**src/rtl/aclk_pkg.sv**
```systemverilog
package aclk_pkg;
  localparam int unsigned CTRL_W = 32;
  localparam int unsigned EN_POS = 15;
  localparam int unsigned BSEL_POS = 16;
  localparam int unsigned FSEL_POS = 17;
  localparam int unsigned FSEL_W = 3;

  typedef struct packed {
    logic                enable;
    logic                bit_sel;
    logic [FSEL_W-1:0]   frame_sel;
  } aclk_ctrl_t;

  function automatic aclk_ctrl_t unpack_ctrl(input logic [CTRL_W-1:0] word);
    aclk_ctrl_t c;
    c.enable    = word[EN_POS];
    c.bit_sel   = word[BSEL_POS];
    c.frame_sel = word[FSEL_POS +: FSEL_W];
    return c;
  endfunction
endpackage

```
**src/rtl/aclk_ctrl_decode.sv**
```systemverilog
module aclk_ctrl_decode
  import aclk_pkg::*;
#(
  parameter int unsigned FRAME_RATIOS = 3,
  localparam int unsigned FIDX_W = $clog2(FRAME_RATIOS)
) (
  input  logic              clk_i,
  input  logic              rst_ni,
  input  logic [CTRL_W-1:0] ctrl_word_i,
  output logic              enable_o,
  output logic              bit_sel_o,
  output logic [FIDX_W-1:0] frame_idx_o,
  output logic              sel_err_o
);
  aclk_ctrl_t  ctrl;
  logic        sel_ok;
  logic [FIDX_W-1:0] held_q;
  logic        err_q;
  logic        unused_bits;

  assign ctrl        = unpack_ctrl(ctrl_word_i);
  assign unused_bits = ^ctrl_word_i;
  assign sel_ok      = (ctrl.frame_sel < FSEL_W'(FRAME_RATIOS));

  always_ff @(posedge clk_i or negedge rst_ni) begin
    if (!rst_ni) begin
      held_q <= '0;
      err_q  <= 1'b0;
    end else begin
      err_q <= !sel_ok;
      if (sel_ok) held_q <= ctrl.frame_sel[FIDX_W-1:0];
    end
  end

  // valid codes take effect at once, invalid ones fall back to the held ratio
  assign frame_idx_o = sel_ok ? ctrl.frame_sel[FIDX_W-1:0] : held_q;
  assign enable_o    = ctrl.enable;
  assign bit_sel_o   = ctrl.bit_sel;
  assign sel_err_o   = err_q;
endmodule

```
**src/rtl/aclk_bit_div.sv**
```systemverilog
module aclk_bit_div #(
  parameter int unsigned DIV_LO = 2,
  parameter int unsigned DIV_HI = 4,
  localparam int unsigned HALF_LO = DIV_LO / 2,
  localparam int unsigned HALF_HI = DIV_HI / 2,
  localparam int unsigned CNT_W = $clog2(HALF_HI + 1)
) (
  input  logic clk_i,
  input  logic rst_ni,
  input  logic enable_i,
  input  logic bit_sel_i,
  output logic bclk_o,
  output logic fall_o
);
  logic [CNT_W-1:0] cnt_q;
  logic [CNT_W-1:0] half;
  logic             wrap;
  logic             bclk_q;

  assign half = bit_sel_i ? CNT_W'(HALF_HI) : CNT_W'(HALF_LO);
  assign wrap = (cnt_q >= half - 1'b1);

  always_ff @(posedge clk_i or negedge rst_ni) begin
    if (!rst_ni) begin
      cnt_q  <= '0;
      bclk_q <= 1'b0;
    end else if (!enable_i) begin
      cnt_q  <= '0;
      bclk_q <= 1'b0;
    end else if (wrap) begin
      cnt_q  <= '0;
      bclk_q <= !bclk_q;
    end else begin
      cnt_q  <= cnt_q + 1'b1;
    end
  end

  // high when this edge takes the bit clock from 1 to 0
  assign fall_o = enable_i && wrap && bclk_q;
  assign bclk_o = bclk_q;
endmodule

```
**src/rtl/aclk_frame_div.sv**
```systemverilog
module aclk_frame_div #(
  parameter int unsigned FRAME_BASE   = 32,
  parameter int unsigned FRAME_RATIOS = 3,
  localparam int unsigned FIDX_W   = $clog2(FRAME_RATIOS),
  localparam int unsigned MAX_HALF = (FRAME_BASE << (FRAME_RATIOS - 1)) / 2,
  localparam int unsigned CNT_W    = $clog2(MAX_HALF + 1)
) (
  input  logic              clk_i,
  input  logic              rst_ni,
  input  logic              enable_i,
  input  logic              fall_i,
  input  logic [FIDX_W-1:0] frame_idx_i,
  output logic              lrclk_o
);
  logic [CNT_W-1:0] half_tab [FRAME_RATIOS];
  logic [CNT_W-1:0] half;
  logic [CNT_W-1:0] cnt_q;
  logic             lr_q;

  for (genvar g = 0; g < FRAME_RATIOS; g++) begin : g_half
    assign half_tab[g] = CNT_W'((FRAME_BASE << g) / 2);
  end

  always_comb begin
    half = half_tab[0];
    for (int i = 0; i < FRAME_RATIOS; i++)
      if (frame_idx_i == FIDX_W'(i)) half = half_tab[i];
  end

  always_ff @(posedge clk_i or negedge rst_ni) begin
    if (!rst_ni) begin
      cnt_q <= '0;
      lr_q  <= 1'b0;
    end else if (!enable_i) begin
      cnt_q <= '0;
      lr_q  <= 1'b0;
    end else if (fall_i) begin
      if (cnt_q >= half - 1'b1) begin
        cnt_q <= '0;
        lr_q  <= !lr_q;
      end else begin
        cnt_q <= cnt_q + 1'b1;
      end
    end
  end

  assign lrclk_o = lr_q;
endmodule

```
**src/rtl/aclk_divider.sv**
```systemverilog
module aclk_divider
  import aclk_pkg::*;
#(
  parameter int unsigned BIT_DIV_LO   = 2,
  parameter int unsigned BIT_DIV_HI   = 4,
  parameter int unsigned FRAME_BASE   = 32,
  parameter int unsigned FRAME_RATIOS = 3,
  localparam int unsigned FIDX_W = $clog2(FRAME_RATIOS)
) (
  input  logic              clk_i,
  input  logic              rst_ni,
  input  logic [CTRL_W-1:0] ctrl_i,
  output logic              bclk_o,
  output logic              lrclk_o,
  output logic              sel_err_o
);
  logic              enable;
  logic              bit_sel;
  logic [FIDX_W-1:0] frame_idx;
  logic              bclk_fall;

  aclk_ctrl_decode #(.FRAME_RATIOS(FRAME_RATIOS)) i_decode (
    .clk_i       (clk_i),
    .rst_ni      (rst_ni),
    .ctrl_word_i (ctrl_i),
    .enable_o    (enable),
    .bit_sel_o   (bit_sel),
    .frame_idx_o (frame_idx),
    .sel_err_o   (sel_err_o)
  );

  aclk_bit_div #(.DIV_LO(BIT_DIV_LO), .DIV_HI(BIT_DIV_HI)) i_bit_div (
    .clk_i     (clk_i),
    .rst_ni    (rst_ni),
    .enable_i  (enable),
    .bit_sel_i (bit_sel),
    .bclk_o    (bclk_o),
    .fall_o    (bclk_fall)
  );

  aclk_frame_div #(.FRAME_BASE(FRAME_BASE), .FRAME_RATIOS(FRAME_RATIOS)) i_frame_div (
    .clk_i       (clk_i),
    .rst_ni      (rst_ni),
    .enable_i    (enable),
    .fall_i      (bclk_fall),
    .frame_idx_i (frame_idx),
    .lrclk_o     (lrclk_o)
  );
endmodule

```
**config.mk**
```make
export PLATFORM = sky130hd
export DESIGN_NAME = aclk_divider
export DESIGN_NICKNAME = d
export VERILOG_FILES = /design/src/rtl/aclk_pkg.sv /design/src/rtl/aclk_ctrl_decode.sv /design/src/rtl/aclk_bit_div.sv /design/src/rtl/aclk_frame_div.sv /design/src/rtl/aclk_divider.sv
export SDC_FILE = /design/constraint.sdc
export NUM_CORES = 1
export LEC_CHECK = 0
export ABC_AREA = 0
export BUFFER_PORTS_ARGS = -buffer_cell sky130_fd_sc_hd__buf_2
export CORE_UTILIZATION = 45
export CTS_CLUSTER_DIAMETER = 60
export CTS_CLUSTER_SIZE = 24
export DETAILED_ROUTE_END_ITERATION = 10
export PLACE_DENSITY = 0.76
export SLEW_MARGIN = 10
export SYNTH_ARGS = -nofsm -noshare
export SYNTH_HDL_FRONTEND = slang
export SYNTH_SLANG_ARGS = --single-unit
```
**constraint.sdc**
```tcl
create_clock -name clk_i -period 3.08 [get_ports clk_i]
set_input_delay 0.924 -clock clk_i [delete_from_list [all_inputs] [get_ports clk_i]]
set_output_delay 0.924 -clock clk_i [all_outputs]
set_load 0.005 [all_outputs]
```
==> results of run 1 <==
final cells by class:
type	instances	area share, %
clock buffers	4	3.88
inverters	4	1.60
multi-input cells	60	46.5
flip-flops and latches	14	37.4
well taps	25	3.34
repair buffers	12	7.22
per-stage QoR:
step	hold WS (ns)	area, um^2	utilization (%)
2_1_floorplan	0.402	817	-
5_1_grt	0.469	936	54.8
6_report	0.423	936	54.8
3_5_place_dp	0.412	900	52.7
4_1_cts	0.424	936	54.8
3_3_place_gp	0.414	900	52.7
worst paths after layout:
check                                  endpoint  cells after the start  slack [ns]          startpoint
setup / recovery            i_frame_div.lrclk_o                      9        0.42          ctrl_i[19]
hold / removal               i_bit_div.cnt_q[0]                      1        0.42  i_bit_div.cnt_q[0]
setup reg to reg            i_frame_div.lrclk_o                      8        0.85  i_decode.held_q[1]
hold reg to reg              i_bit_div.cnt_q[0]                      1        0.42  i_bit_div.cnt_q[0]
max in group asynchronous  i_frame_div.cnt_q[4]                      1        2.33              rst_ni
min in group asynchronous      i_bit_div.bclk_o                      1        0.52              rst_ni
layer usage:
metal / vias to the layer above / routed length [um] / global-route usage [%]
met4: 0 / 25 / 9.09
met5: - / 0 / 0
met1: 282 / 683 / 23.1
met2: 11 / 608 / 26.8
met3: 4 / 40 / 3.67
li1: 313 / - / -
cell families after synthesis:
logic type,count (synthesis),synth area share (%)
AND/OR/NAND/NOR,36,25.3
AO/OA/AOI/OAI,15,15.3
flip-flops,14,42.9
buffers and inverters,6,3.83
adder cells (fa/ha/maj),6,9.19
XOR/XNOR,2,2.14
multiplexers,1,1.38
power by group:
part	switching (mW)	total, mW	internal, mW
clock	0.0611	0.133	0.0719
combinational	0.0486	0.100	0.0518
sequential	0.0246	0.233	0.208
total	0.134	0.466	0.332
worst max-delay path, stage by stage:
cell     delay [ns]
buf_2          0.12
o22a_1         0.23
ha_1           0.23
xnor2_1        0.13
ha_1           0.29
nand3_1        0.06
or3_1          0.37
a21oi_4        0.14
mux2_1         0.32
cells in the final DEF, fill, tap and decap left out:
master	count
nor2_1	4
and3_1	1
nor3b_2	1
nand4_1	4
o21ai_0	2
a21o_1	2
clkbuf_4	3
nand4b_1	1
and2_1	2
or3_1	1
buf_2	9
nand2_1	10
nand3b_4	1
o211ai_1	3
clkbuf_8	1
nand3_1	5
nor2b_1	1
ha_1	6
mux2_1	1
or2_2	2
a21oi_4	2
xnor2_1	2
o21a_1	1
nand2b_1	3
o22a_1	1
a21oi_1	1
dfrtp_1	14
o311ai_1	2
o22ai_1	1
inv_1	4
buf_4	3
registers in the layout, indices dropped and copies added, names as in the netlist:
register and cells:
i_decode.held_q 2, i_decode.sel_err_o 1, i_frame_div.lrclk_o 1, i_bit_div.cnt_q 2, i_frame_div.cnt_q 7, i_bit_div.bclk_o 1
==> reports/metrics.csv, run 1 <==
stage;metric;value;unit
sta;worst_slew_pin_slew;0.397;ns
global_routing;grt_max_degree;15;
layout;fillers;144;
critical_path;worstSetupEndpointType;flop;
synth;synth_cells;80;
sta;maxSlewHeadroom;73.5;%
global_routing;grt_usage;17.5;%
drt;wl_per_cell;11.4;um
floorplan;core_area;1710;um^2
power_and_ir_drop;finalPower;0.466;mW
floorplan;initial_core_util;47.8;%
sta;fmax;376;MHz
clock_network;numClockSinks;14;
synth;synth.area.top_cells;dfrtp_1 (43%), ha_1 (9.2%), nand2_1 (4.6%), a21oi_4 (4.0%), nand3_1 (3.1%);
synth;ys_seq_area_share;42.9;%
clock_network;clk_pin_slew;0.09;ns
drt;drc;0;
placement;post-place-ws;0.117;ns
global_routing;grt-ovfl-total;0;
critical_path;worstPathArrival;2.83;ns
clock_network;hold_buffers;0;
placement;port_buffers;9;
power_and_ir_drop;peakVddDrop;0.000347;V
sta;grt_setup_unrepaired;false;
critical_path;criticalPathCategory;primary input to flop;
critical_path;cp_max_fo;5;
synth;yosysWarnings;0;
layout;area_delta_synth_final;14.5;%
sta;fin_skew;0.00105;ns
layout;nets;135;
synth;yosys.area.top_type;dfrtp_1;
run;maxCapViolations;0;
critical_path;startpoint_type;primary input;
clock_network;postCtsSetupBuffers;0;
synth;synth_edf_count;0;
clock_network;h-tree-depth;1;
synth;synth_seq_cells;14;
clock_network;cts_buffer_depth;2;
critical_path;worstPathRequired;3.25;ns
floorplan;rows;15;
floorplan;die_area;1990;um^2
clock_network;cts_root_buf;clkbuf_4;
placement;gp_congestion;0.814;
sta;fin_setup_tns;0;ns
clock_network;cts_buffers;3;
sta;slew_viol_final;0;
clock_network;clk_latency;0.28;ns
placement;hpwlAfterDp;994;um
global_routing;grt_pass1_wl;2500;um
synth;synth_nets;120;
drt;drt_iter0_drc;9;
layout;diodes;0;
drt;firstDrtPassIters;4;
global_routing;grt_pass1_vias;590;
synth;ys_types;29;
synth;synth_top_cell_area_share;42.9;%
clock_network;cts-resized-gates;0;
synth;synth_most_common_cell;dfrtp_1;
sta;hold_viol_final;0;
synth;synth_top_flop_cell;dfrtp_1;
drt;via_per_inst;5.13;
synth;async_flop_share;100;%
floorplan;die_w;44.6;um
sta;setup_viol;0;
placement;place_inst;115;
global_routing;antenna_found_initial;0;
sta;period_share;86.4;%
drt;ant_nets;0;
floorplan;die_h;44.6;um
worst_hold_path;hold_class;flop to flop;
layout;ff_latch_area;350;um^2
synth;ys_top_cells_by_count;dfrtp_1 (14), nand2_1 (10), ha_1 (6);
drt;drt-total-wl;1360;um
sta;min_period;2.66;ns
outcome;status;complete, no violations;
floorplan;io_pins;37;
layout;drive_above_1_share;23.4;%
sta;setup_ws;0.420;ns
power_and_ir_drop;leakage;0.423;nW
layout;instances_no_fill;119;
clock_network;cts_tree;yes;
power_and_ir_drop;p_per_area;498;nW/um^2
synth;avgSynthCellArea;10.2;um^2
drt;vias;610;
synth;synth_area;817;um^2
layout;multi_input_area;435;um^2
(Power assumes the default switching activity.)
==> run 2: changes to the inputs <==
- BUFFER_PORTS_ARGS: -buffer_cell sky130_fd_sc_hd__buf_2 -> -buffer_cell sky130_fd_sc_hd__buf_4
- CAP_MARGIN: unset -> 0
- CELL_PAD_IN_SITES_DETAIL_PLACEMENT: unset -> 0
- CELL_PAD_IN_SITES_GLOBAL_PLACEMENT: unset -> 1
- CORE_UTILIZATION: 45 -> 33
==> run 2 against run 1 <==
Via count rose by 1.3%. Clock skew is 0.0027 ns higher. Routed wire length is 10% higher. Design area increased by 2.8%. Sequential share of layout area fell by 1.0 points. Global-route usage shrank 3.9 points. Count of clock-buffer cells in the layout did not move. First-iteration DRC count down 33%. Hold slack worse by 0.00059 ns. Utilization fell by 13 points. Critical path type unchanged. Total power up 1.9%. Combinational power is 8% higher.
==> reports/metrics.csv, run 2 (synthesized netlist as in run 1, its figures left out) <==
stage;metric;value;unit
global_routing;grt-ovfl-total;0;
power_and_ir_drop;p_per_area;494;nW/um^2
clock_network;cts_buffer_depth;2;
drt;wl_per_cell;12.2;um
placement;post-place-ws;0.0897;ns
sta;maxSlewHeadroom;73.3;%
global_routing;grt_usage;13.6;%
sta;worst_slew_pin_slew;0.401;ns
global_routing;grt_pass1_vias;583;
sta;grt_setup_unrepaired;false;
layout;diodes;0;
sta;hold_viol_final;0;
layout;fillers;235;
placement;place_inst;118;
critical_path;rrSetupSlack;0.82;ns
critical_path;startpoint_type;primary input;
floorplan;initial_core_util;35.9;%
layout;largest-register;i_frame_div.cnt_q;
power_and_ir_drop;leakage;0.430;nW
clock_network;cts-resized-gates;0;
sta;fin_skew;0.00375;ns
power_and_ir_drop;peakVddDrop;0.000307;V
placement;port_buffers;9;
clock_network;h-tree-depth;1;
critical_path;worstSetupEndpointType;flop;
clock_network;clk_latency;0.29;ns
sta;fin_setup_tns;0;ns
layout;final_common_cell;dfrtp_1;
power_and_ir_drop;intPower;0.339;mW
floorplan;die_w;51.8;um
critical_path;worstPathRequired;3.25;ns
sta;slew_viol_final;0;
clock_network;postCtsSetupBuffers;0;
layout;drive_above_1_share;23.4;%
clock_network;hold_buffers;0;
sta;fmax;375;MHz
clock_network;clk_pin_slew;0.08;ns
power_and_ir_drop;p_switching;0.136;mW
worst_hold_path;hold_start;i_bit_div.cnt_q[0];
drt;via_per_inst;5.07;
clock_network;cts_root_buf;clkbuf_4;
layout;post-route-util;42.3;%
worst_hold_path;holdPathEnd;i_bit_div.cnt_q[0];
global_routing;grt_max_degree;15;
floorplan;io_pins;37;
layout;fin_area;962;um^2
floorplan;die_area;2680;um^2
layout;largest_register_ffs;7;
power_and_ir_drop;combPwrFrac;22.7;%
critical_path;criticalPathCategory;primary input to flop;
layout;nets;135;
drt;vias;618;
drt;ant_nets;0;
global_routing;antenna_found_initial;0;
drt;drt-total-wl;1490;um
placement;hpwlAfterDp;1100;um
outcome;status;complete, no violations;
worst_hold_path;hold_class;flop to flop;
clock_network;cts_tree;yes;
floorplan;rows;17;
layout;final_cell_mix;dfrtp_1 (14), buf_4 (12), nand2_1 (10), ha_1 (6), nand3_1 (5);
critical_path;reg2reg_depth;8;
clock_network;numClockSinks;14;
sta;min_period;2.67;ns
drt;firstDrtPassIters;4;
floorplan;core_area;2280;um^2
global_routing;grt_pass1_wl;2580;um
power_and_ir_drop;clkPwrFrac;28.2;%
critical_path;r2r-start;i_decode.held_q[1];
power_and_ir_drop;switching_share;28.7;%
layout;area_delta_synth_final;17.8;%
layout;reg_top3;i_frame_div.cnt_q (7), i_bit_div.cnt_q (2), i_decode.held_q (2);
critical_path;r2r_end;i_frame_div.lrclk_o;
drt;drt_iter0_drc;6;
worst_hold_path;hold_path_depth;1;
placement;dpl_cell_area;926;um^2
run;maxCapViolations;0;
sta;setup_ws;0.411;ns
drt;drc;0;
layout;instances_no_fill;122;
critical_path;cp_max_fo;5;
sta;period_share;86.7;%
floorplan;die_h;51.8;um
critical_path;worstPathArrival;2.84;ns
clock_network;cts_buffers;3;
sta;setup_viol;0;
placement;gp_congestion;0.764;
power_and_ir_drop;pwr-share-seq;49.1;%
run 2: cell counts in the layout (fill, tap and decap cells not counted):
No cell type changed its count.
run 2: layout make-up:
| class | instances | area (um^2) | area share, % |
|---|---|---|---|
| Inverter | 4 | 15.0 | 1.56 |
| Clock buffer | 4 | 36.3 | 3.77 |
| Timing Repair Buffer | 12 | 90.1 | 9.36 |
| Sequential cell | 14 | 350 | 36.4 |
| Tap cell | 28 | 35.0 | 3.64 |
| Multi-Input combinational cell | 60 | 435 | 45.3 |
run 2: through the flow:
| stage | power [mW] | hold WS [ns] |
|---|---|---|
| CTS | 0.487 | 0.428 |
| floorplan | 0.302 | 0.402 |
| global route | 0.510 | 0.466 |
| global placement | 0.344 | 0.410 |
| detailed placement | 0.347 | 0.416 |
| finish | 0.475 | 0.422 |
run 2: per-layer routing:
layer	wire (um)	global-route usage (%)
met5	0	0
met4	46	9.46
met3	49	2.63
met2	645	20.6
met1	752	17.2
run 2: worst max-delay path by stage:
stage,from,end,slack (ns),cells after the start
after floorplan,ctrl_i[19],i_frame_div.lrclk_o,0.21,9
after global placement,ctrl_i[19],i_frame_div.lrclk_o,0.12,9
after detailed placement,ctrl_i[19],i_frame_div.lrclk_o,0.09,9
after CTS,ctrl_i[19],i_frame_div.lrclk_o,0.40,9
after global routing,ctrl_i[19],i_frame_div.lrclk_o,0.27,10
final,ctrl_i[19],i_frame_div.lrclk_o,0.41,9
run 2: critical path, stage by stage:
cell	delay [ns]
buf_4	0.13
o22a_1	0.23
ha_1	0.23
xnor2_1	0.13
ha_1	0.29
nand3_1	0.07
or3_1	0.37
a21oi_4	0.14
mux2_1	0.33
run 2: power groups by stage:
stage	Combinational, mW	Clock [mW]	Sequential [mW]
after floorplan	0.0694	0	0.233
after global routing	0.125	0.147	0.238
after detailed placement	0.111	0	0.237
final	0.108	0.134	0.233
after CTS	0.111	0.142	0.233
after global placement	0.108	0	0.237
==> run 3: changes to the inputs <==
- CORE_MARGIN: unset -> 4
- SKIP_LAST_GASP: unset -> 1
- SYNTH_HIERARCHICAL: unset -> 1
==> run 3 against run 2 <==
Clock skew up 0.0026 ns. Sequential share of layout area up 2.2 points. Largest power group unchanged. Synthesized area down 4.1%. Total power down 16%.
==> reports/metrics.csv, run 3 <==
stage;metric;value;unit
floorplan;initial_core_util;35.1;%
clock_network;cts_root_buf;clkbuf_4;
synth;synth_most_common_cell;dfrtp_1;
synth;synth_nets;115;
placement;post-place-ws;-0.0277;ns
critical_path;cp_max_fo;5;
placement;port_buffers;9;
synth;synth_edf_count;0;
synth;synth.area.top_cells;dfrtp_1 (45%), ha_1 (11%), xor2_1 (5.6%), nor2_1 (3.8%), nand4_1 (3.2%);
global_routing;grt_usage;9.10;%
layout;final_common_cell;dfrtp_1;
worst_hold_path;hold_path_depth;1;
floorplan;die_h;56.7;um
synth;ys_top_cells_by_count;dfrtp_1 (14), nor2_1 (8), ha_1 (7);
critical_path;criticalPathCategory;primary input to flop;
sta;fmax;358;MHz
global_routing;grt_max_degree;15;
clock_network;clk_latency;0.27;ns
clock_network;cts-resized-gates;0;
synth;synth_area;783;um^2
power_and_ir_drop;peakVddDrop;0.000222;V
synth;avgSynthCellArea;10.6;um^2
layout;area_delta_synth_final;16.0;%
critical_path;worstSetupEndpointType;flop;
synth;yosysWarnings;6;
critical_path;crit_path_frequent_cell;ha_1;
clock_network;cts_buffer_depth;2;
drt;drt-total-wl;1320;um
power_and_ir_drop;finalPower;0.401;mW
sta;min_period;2.80;ns
drt;ant_nets;0;
layout;reg_top3;i_frame_div/cnt_q (7), i_bit_div/cnt_q (2), i_decode/held_q (2);
sta;hold_viol_final;0;
worst_hold_path;hold_start;i_bit_div/cnt_q[0];
layout;drive_above_1_share;24.4;%
synth;synth_top_cell_area_share;44.7;%
global_routing;antenna_found_initial;0;
floorplan;die_area;3220;um^2
drt;firstDrtPassIters;2;
critical_path;startpoint_type;primary input;
synth;synth_top_flop_cell;dfrtp_1;
clock_network;cts_tree;yes;
power_and_ir_drop;p_per_area;442;nW/um^2
critical_path;slowest_delay;0.40;ns
sta;maxSlewHeadroom;73.3;%
layout;final_cell_mix;dfrtp_1 (14), buf_4 (11), nor2_1 (8), ha_1 (7);
synth;synth_cells;74;
drt;drc;0;
global_routing;grt-ovfl-total;0;
clock_network;hold_buffers;0;
critical_path;worstPathRequired;3.24;ns
drt;wl_per_cell;11.6;um
floorplan;io_pins;37;
critical_path;reg2reg_depth;8;
clock_network;h-tree-depth;1;
layout;largest_register_ffs;7;
synth;ys_seq_area_share;44.7;%
floorplan;core_area;2230;um^2
sta;worst_slew_pin_slew;0.400;ns
sta;grt_setup_unrepaired;false;
placement;hpwlAfterDp;1040;um
worst_hold_path;holdPathEnd;i_bit_div/cnt_q[0];
sta;period_share;90.7;%
placement;gp_congestion;0.784;
power_and_ir_drop;leakage;0.442;nW
floorplan;rows;17;
critical_path;r2r_end;i_frame_div/lrclk_o;
synth;async_flop_share;100;%
layout;diodes;0;
clock_network;cts_buffers;3;
worst_hold_path;hold_class;flop to flop;
synth;ys_types;26;
clock_network;numClockSinks;14;
run;maxCapViolations;0;
global_routing;grt_pass1_wl;2230;um
sta;slew_viol_final;0;
clock_network;clk_pin_slew;0.08;ns
synth;yosys.area.top_type;dfrtp_1;
clock_network;postCtsSetupBuffers;0;
critical_path;rrSetupSlack;0.82;ns
sta;fin_skew;0.00636;ns
synth;synth_seq_cells;14;
critical_path;cp_slowest_cell;or3_4;
layout;fillers;224;
global_routing;grt_pass1_vias;547;
outcome;status;complete, no violations;
layout;nets;129;
drt;via_per_inst;4.71;
critical_path;worstPathArrival;2.96;ns
critical_path;path_cells;buf_4 -> nor2_1 -> o22a_1 -> inv_1 -> ha_1 -> xnor2_1 -> ha_1 -> nand2_2 -> or3_4 -> a21oi_4 -> mux2_4;
sta;setup_ws;0.285;ns
floorplan;die_w;56.7;um
layout;largest-register;i_frame_div/cnt_q;
critical_path;r2r-start;i_decode/held_q[1];
sta;setup_viol;0;
drt;vias;537;
drt;drt_iter0_drc;9;
==> run 3: cell count changes in the layout (fill, tap and decap cells not counted), moves of 2 or more <==
| cell | before | now |
|---|---|---|
| nor4_1 | 0 | 2 |
| nor2_1 | 4 | 8 |
| or2_2 | 2 | 0 |
| o211ai_1 | 3 | 0 |
| xor2_1 | 0 | 5 |
| o311ai_1 | 2 | 0 |
| nand3_1 | 5 | 3 |
| nand2_1 | 10 | 5 |
| and2_1 | 2 | 0 |
==> run 3: cell families after synthesis <==
group / count (synthesis) / synth area share, %
DFF: 14 / 44.7
adders and majority gates: 7 / 11.2
buffers and inverters: 5 / 3.35
and+or+nand+nor: 31 / 21.9
AOI/OAI and AO/OA: 9 / 8.95
muxes: 2 / 3.19
xor gates and xnor gates: 6 / 6.71
==> run 3: area by class of cell <==
type                    count  area [um^2]  share of cell area (%)
repair buffers             11         82.6                    9.09
flip-flops and latches     14          350                    38.6
inverters                   3         11.3                    1.24
multi-input cells          55          407                    44.8
well taps                  28         35.0                    3.86
clock buffers               3         22.5                    2.48
==> run 3: critical path, delay by kind of cell <==
family / cells / cell delay [ns]
AOI/OAI and AO/OA: 2 / 0.33
xor gates and xnor gates: 1 / 0.14
adders and majority gates: 2 / 0.53
buffers and inverters: 2 / 0.19
muxes: 1 / 0.31
and+or+nand+nor: 3 / 0.55
==> run 3: where the power goes <==
part           internal [mW]  leakage [nW]  switching (mW)  total (mW)
combinational         0.0448         0.245          0.0412      0.0860
sequential             0.201         0.183          0.0150       0.216
clock                 0.0452        0.0138          0.0544      0.0996
==> run 3: worst max path at each step <==
stage	endpoint	startpoint	slack (ns)
after floorplan	i_frame_div/lrclk_o	ctrl_i[19]	0.17
after global placement	i_frame_div/lrclk_o	ctrl_i[19]	0.01
after detailed placement	i_frame_div/lrclk_o	ctrl_i[19]	-0.03
after CTS	i_frame_div/lrclk_o	ctrl_i[19]	0.27
after global routing	i_frame_div/lrclk_o	ctrl_i[19]	0.17
final	i_frame_div/lrclk_o	ctrl_i[19]	0.28
==> run 3: routing by layer <==
metal,part of all wire (%),track usage (%)
met1,47,11.4
met2,48,13.9
met3,5.3,2.53
met4,0,5.08
met5,0,0
==> run 3: metrics by stage <==
| stage | instance area, um^2 | util [%] | std cells | hold WS, ns | TNS (ns) |
|---|---|---|---|---|---|
| after floorplan | 783 | - | 74 | 0.408 | 0 |
| after global placement | 886 | 39.7 | 111 | 0.427 | 0 |
| after detailed placement | 886 | 39.7 | 111 | 0.431 | -0.0277 |
| after CTS | 908 | 40.7 | 114 | 0.444 | 0 |
| after global routing | 908 | 40.7 | 114 | 0.452 | 0 |
| final | 908 | 40.7 | 114 | 0.440 | 0 |
